### src/rtl/trc_unpacker.sv
module trc_unpacker #(
  parameter logic [2:0] TRIG_CODE = 3'd6
) (
  input  logic        clk,
  input  logic        rst_n,
  input  logic [1:0]  port_mode,
  input  logic [31:0] in_word,
  input  logic        in_valid,
  output logic        in_ready,
  output logic        rec_valid,
  input  logic        rec_ready,
  output logic [2:0]  rec_status,
  output logic [15:0] rec_packet,
  output logic        rec_sync,
  output logic        rec_trig
);
  localparam int STEP_NARROW = 8;
  localparam int STEP_MID    = 12;

  logic [31:0] word_q;
  logic [1:0]  mode_q, left_q;
  logic        last, take_in, take_rec, hit;
  logic [2:0]  raw_status;

  function automatic logic [1:0] recs_per_word(input logic [1:0] m);
    case (m)
      2'd0:    return 2'd3;
      2'd1:    return 2'd2;
      default: return 2'd1;
    endcase
  endfunction

  assign last      = (left_q == 2'd1);
  assign rec_valid = (left_q != 2'd0);
  assign in_ready  = !rec_valid || (rec_ready && last);
  assign take_in   = in_valid && in_ready;
  assign take_rec  = rec_valid && rec_ready;

  always_comb begin
    raw_status = word_q[2:0];
    case (mode_q)
      2'd0: begin
        rec_packet = {12'd0, word_q[6:3]};
        rec_sync   = word_q[7];
      end
      2'd1: begin
        rec_packet = {8'd0, word_q[10:3]};
        rec_sync   = word_q[11];
      end
      default: begin
        rec_packet = word_q[18:3];
        rec_sync   = word_q[19];
      end
    endcase
    hit        = (raw_status == TRIG_CODE);
    rec_trig   = hit;
    rec_status = hit ? rec_packet[2:0] : raw_status;
  end

  always_ff @(posedge clk) begin
    if (!rst_n) begin
      word_q <= '0;
      mode_q <= 2'd0;
      left_q <= 2'd0;
    end else if (take_in) begin
      word_q <= in_word;
      mode_q <= port_mode;
      left_q <= recs_per_word(port_mode);
    end else if (take_rec) begin
      word_q <= (mode_q == 2'd0) ? (word_q >> STEP_NARROW) : (word_q >> STEP_MID);
      left_q <= left_q - 2'd1;
    end
  end

  assert_hold_R7: assert property (@(posedge clk) disable iff (!rst_n)
    rec_valid && !rec_ready |=> rec_valid && $stable(rec_status) && $stable(rec_packet)
                                && $stable(rec_sync) && $stable(rec_trig));

  assert_no_accept_R8: assert property (@(posedge clk) disable iff (!rst_n)
    rec_valid && !rec_ready |-> !in_ready);

  assert_drain_R8: assert property (@(posedge clk) disable iff (!rst_n)
    take_rec && last && !in_valid |=> !rec_valid && in_ready);

  assert_load_R6: assert property (@(posedge clk) disable iff (!rst_n)
    take_in |=> rec_valid);

  assert_mode_held_R9: assert property (@(posedge clk) disable iff (!rst_n)
    rec_valid && !take_in |=> $stable(mode_q));
endmodule

### config.mk
export PLATFORM = sky130hd
export DESIGN_NAME = trc_unpacker
export DESIGN_NICKNAME = d
export VERILOG_FILES = /design/src/rtl/trc_unpacker.sv
export SDC_FILE = /design/constraint.sdc
export NUM_CORES = 1
export LEC_CHECK = 0
export ABC_CLOCK_PERIOD_IN_PS = 1800
export BUFFER_PORTS_ARGS = -buffer_cell sky130_fd_sc_hd__buf_4
export CELL_PAD_IN_SITES_DETAIL_PLACEMENT = 1
export CELL_PAD_IN_SITES_GLOBAL_PLACEMENT = 1
export CORE_ASPECT_RATIO = 1.2
export CORE_MARGIN = 2
export CORE_UTILIZATION = 35
export CTS_CLUSTER_SIZE = 12
export DETAILED_ROUTE_END_ITERATION = 8
export GPL_TIMING_DRIVEN = 0
export PLACE_DENSITY_LB_ADDON = 0.1
export SLEW_MARGIN = 5
export SYNTH_ARGS = -nofsm -noshare
export SYNTH_HDL_FRONTEND = slang
export SYNTH_SLANG_ARGS = --single-unit
export TNS_END_PERCENT = 100
### constraint.sdc
create_clock -name clk -period 1.8 [get_ports clk]
set_clock_uncertainty 0.2 [all_clocks]
set_input_delay 0.27 -clock clk [delete_from_list [all_inputs] [get_ports clk]]
set_output_delay 0.27 -clock clk [all_outputs]
set_load 0.02 [all_outputs]
### Yosys cells after proc, flatten, opt, wreduce, memory -nomap -nowiden

Index checks and enable logic that the tools add are counted.

* $add $sub $neg: 1
* eq/ne operators: 4
* mux-type cells: 9
* reductions and logical operators: 9

Operators by type and width (count)
* $mux 32: 2
* $pmux 16 s2: 1
* $mux 24: 1
* $eq 2x1->1 const B: 3
* $logic_not 2->1: 2
* $mux 2: 2
* $pmux 2 s2: 1
* $reduce_bool 2->1: 2
* $eq 3x3->1 const B: 1
* $logic_and 1x1->1: 3
* $mux 3: 1
* $pmux 1 s2: 1
* $sub 2x1->2 const B: 1
* $logic_not 1->1: 1
* $logic_or 1x1->1: 1

* register bits: 36
* bits of input ports: 38
* output and inout port bits: 23
* logic and storage cells: 26

### Logic depth before layout (Yosys ltp)

* depth after elaboration: 5
* mapped depth: 8
* depth with buffers taken out: 6

### Worst setup path after synthesis

Ideal clock, no wire load.

* path kind: reg2reg
* from: reg left_q[0]
* to: reg word_q[11]
* arrival: 1.600 ns
* slack: -0.126 ns
* stages on the path, launching flop included: 9
* path buffers: 2
* period minus slack after synthesis: 1.926 ns
* cell sequence: dfxtp_1 > inv_1 > ha_1 > a21o_4 > and2_4 > buf_12 > buf_12 > a211oi_2 > o31ai_2

* word-level cells in the longest chain between the ends: 5
* elaborated cells on any way between the ends: 9
* classes of those cells: 1 x eq/ne; 1 x mux; 7 x reduce/logical

Ends and longest elaborated chain
* start: declaration: line 21 `logic [1:0] mode_q, left_q;`
* start signal: assignment: line 68 `left_q <= recs_per_word(port_mode);`
* start signal: assignment: line 71 `left_q <= left_q - 2'd1;`
* $eq 2x1->1 / $reduce_bool 2->1 (equally long branches): line 33, 34
* $logic_and 1x1->1 / $logic_not 1->1 (equally long branches): line 35 `assign in_ready = !rec_valid || (rec_ready && last);`
* $logic_or 1x1->1 *: line 35
* net in_ready: line 9 `output logic in_ready,`
* $logic_and 1x1->1 *: line 36 `assign take_in = in_valid && in_ready;`
* $mux 32 / $reduce_bool 2->1 (equally long branches)
* end signal: assignment: line 66 `word_q <= in_word;`
* end signal: assignment: line 70 `word_q <= (mode_q == 2'd0) ? (word_q >> STEP_NARROW) : (word_q >> STEP_MID);`
* end: declaration: line 20 `logic [31:0] word_q;`

The timed path passes the listed nets; every way through them passes the cells marked *.
A chain may end at the register's enable or synchronous reset.

### Worst setup path after layout

* from: reg left_q[0]
* to: reg word_q[0]

* word-level cells in the longest chain between the ends: 5
* elaborated cells on any way between the ends: 9
* classes of those cells: 1 x eq/ne; 1 x mux; 7 x reduce/logical

Ends and longest elaborated chain (line)
* $eq 2x1->1 / $reduce_bool 2->1 (equally long branches): 33, 34
* $logic_and 1x1->1 / $logic_not 1->1 (equally long branches): 35
* $logic_or 1x1->1: 35
* $logic_and 1x1->1: 36
* $mux 32 / $reduce_bool 2->1 (equally long branches)

Several ways; a longest one is shown, not always the timed one.

==> flow_summary.yaml <==
run_status:
  status: "finished with violations"
  violations: "negative setup slack"
clock_network:
  clock-sinks: 36
  cts_tree: "built"
  clk_pin_slew_ns: 0.08
  clkLatencyLatePin_ns: 0.29
  clock_path_buffers: 2
  cts_buffers: 5
  hold_buffers: 0
  h-tree-depth: 2
  cts-root-buf: "clkbuf_8"
drt:
  drt-total-wl_mm: 6.971
  drt_iter0_markers: 91
  drt-pass1-iter-count: 4
  via_per_inst: 5.069
  drc: 0
  vias: 2053
  routedWlPerCell_um: 17.21
  drtAntennaViolNets: 0
timing:
  slew_headroom: 0.6671
  min_period_over_period: 1.021
  setup_violations: 6
  layout_setup_ws_ns: -0.03694
  fin_crit_ns: 1.837
  tightest_slew_ns: 0.4994
  rsz0062_at_grt: "yes"
  tns_ns: -0.1097
  max_freq_ghz: 0.5444
  hold_viol: 0
  slew_viol_final: 0
hold_path:
  worstHoldPathType: "primary input to register"
synthesis:
  synth_area_per_cell_um2: 9.248
  yosysTopAreaCell: "dfxtp_1"
  synth_most_common_cell: "dfxtp_1"
  ys_seq_area_frac: 0.3207
  synth_top_cell_area_share: 0.3207
  async_reset_ff_frac: 0
  synthTopCellsByArea: "dfxtp_1, a211oi_2, o31ai_2, nor2b_1, nand3_1"
  synth_cell_type_count: 33
  syn_area_mm2: 0.002247
  synthCells: 243
  synth_edf_count: 0
  synth.top_cells.by_count: "dfxtp_1, nor2b_1, nor2_1"
  synth-seq-cells: 36
  synth_flop_cell: "dfxtp_1"
  syn-num-nets: 283
  synth_warnings: 0
global_routing:
  grt_pass1_vias: 2181
  antenna_found_initial: 0
  grt_pass1_wl_mm: 11.03
  overflow: 0
  grt_max_degree: 11
  track_usage: 0.1998
placed_design:
  dp.cells: 388
  dpl.hpwl_mm: 4.965
  port_buffers: 60
  place_ws_ns: -0.3295
  gp_congestion: 0.7669
worst_setup_path:
  startpoint_type: "register"
  end_kind: "register"
  crit_type: "register to register"
  required_ns: 1.78
  path_max_fanout: 5
  arrival_ns: 1.82
final_layout:
  seq_area_um2: 725.7
  drive_gt1_frac: 0.5063
  area_growth_pct: 43.54
  layout.cells.non_filler: 405
  nFillCells: 756
  multi_input_area_mm2: 0.001465
  fin_nets: 359
  num_antenna_cells: 0
die:
  rows: 32
  start_util: 0.3552
  core_area_mm2: 0.006326
  die_w_um: 77.15
  boundaryPins: 61
  die_h_um: 91.78
  dieArea_mm2: 0.007080
flow_run:
  drv_cap: 0
pwr:
  p_per_area_mw_per_mm2: 1155
  vdd_drop_max_uv: 745.8
  leakagePower_nw: 1.269
==> routing by layer <==
layer	wire, µm	track usage	share of wire
met1	2909	0.2224	0.42
met3	234	0.02953	0.034
met2	3675	0.3754	0.53
met4	150	0.08036	0.022
met5	0	0	0
==> cell type report <==
class / instances / area share
buffer: 24 / 0.07603
clock buffer: 8 / 0.02793
inverter: 5 / 0.005818
multi-input combinational: 177 / 0.4542
sequential: 36 / 0.2250
tap: 85 / 0.03297
timing repair buffer: 70 / 0.1780
==> logic make-up after synthesis <==
group	count (synthesis)	synth area share
DFF	36	0.3207
muxes	3	0.01726
and+or+nand+nor	105	0.2439
buffers and inverters	30	0.09131
AOI/OAI and AO/OA	67	0.3157
adders and majority gates	2	0.01113
==> critical path: stages, from the launching register on <==
cell	delay, ns
dfxtp_2	0.37
inv_2	0.06
ha_4	0.17
a21o_4	0.18
and2_4	0.21
buf_12	0.14
buf_12	0.13
a211oi_4	0.18
o31ai_2	0.09
==> flip-flops by register name, indices dropped and copies added, names as in the netlist <==
register,cells
word_q,32
left_q,2
mode_q,2
==> placed cells by master (no fill, tap or decap), types with 2 or more instances in the layout <==
master and instances:
nand3_1 22, buf_6 5, nand4b_1 2, dfxtp_1 32, buf_12 6, inv_2 2
nand2_1 6, a22oi_1 2, inv_1 3, clkbuf_8 6, a211oi_2 17, buf_4 72
a22oi_2 6, nor2b_1 32, a21boi_1 3, nor2_1 26, clkbuf_1 6, a211oi_4 7
clkbuf_2 3, o21ai_0 6, o31ai_2 18, buf_8 3, nor3_1 4, dfxtp_2 4
and2_1 8
==> timing repair <==
action / in CTS / in global routing
pin swaps: 8 / 10
cloned: 1 / 0
gates resized for setup: 28 / 29
setup endpoints to repair: 44 / 38
buffers inserted: 10 / 1
==> where the power goes <==
group	total (mW)	internal (mW)	leakage [nW]	switching, mW
Sequential	1.14	0.960	0.297	0.177
Combinational	1.97	0.979	0.927	0.988
Clock	0.623	0.313	0.0455	0.310
==> per-stage QoR <==
stage	power (mW)	hold slack [ns]	util	instance area [µm²]
CTS	3.653	0.02703	0.4958	3137
finish	3.727	0.01810	0.5099	3226
detailed placement	2.717	0.2742	0.4458	2820
global placement	2.691	0.2645	0.4458	2820
floorplan	2.228	0.2048	-	2263
global route	3.917	0.04483	0.5099	3226
==> worst paths after layout <==
check                                 end  cells after the start    startpoint  slack (ns)
worst max-delay path            word_q[0]                      8     left_q[0]       -0.04
worst max register to register  word_q[0]                      8     left_q[0]       -0.04
worst min register to register  word_q[1]                      2     word_q[1]        0.28
worst min-delay path            mode_q[0]                      3  port_mode[0]        0.02
No activity file was read; power rests on OpenSTA's default activity.
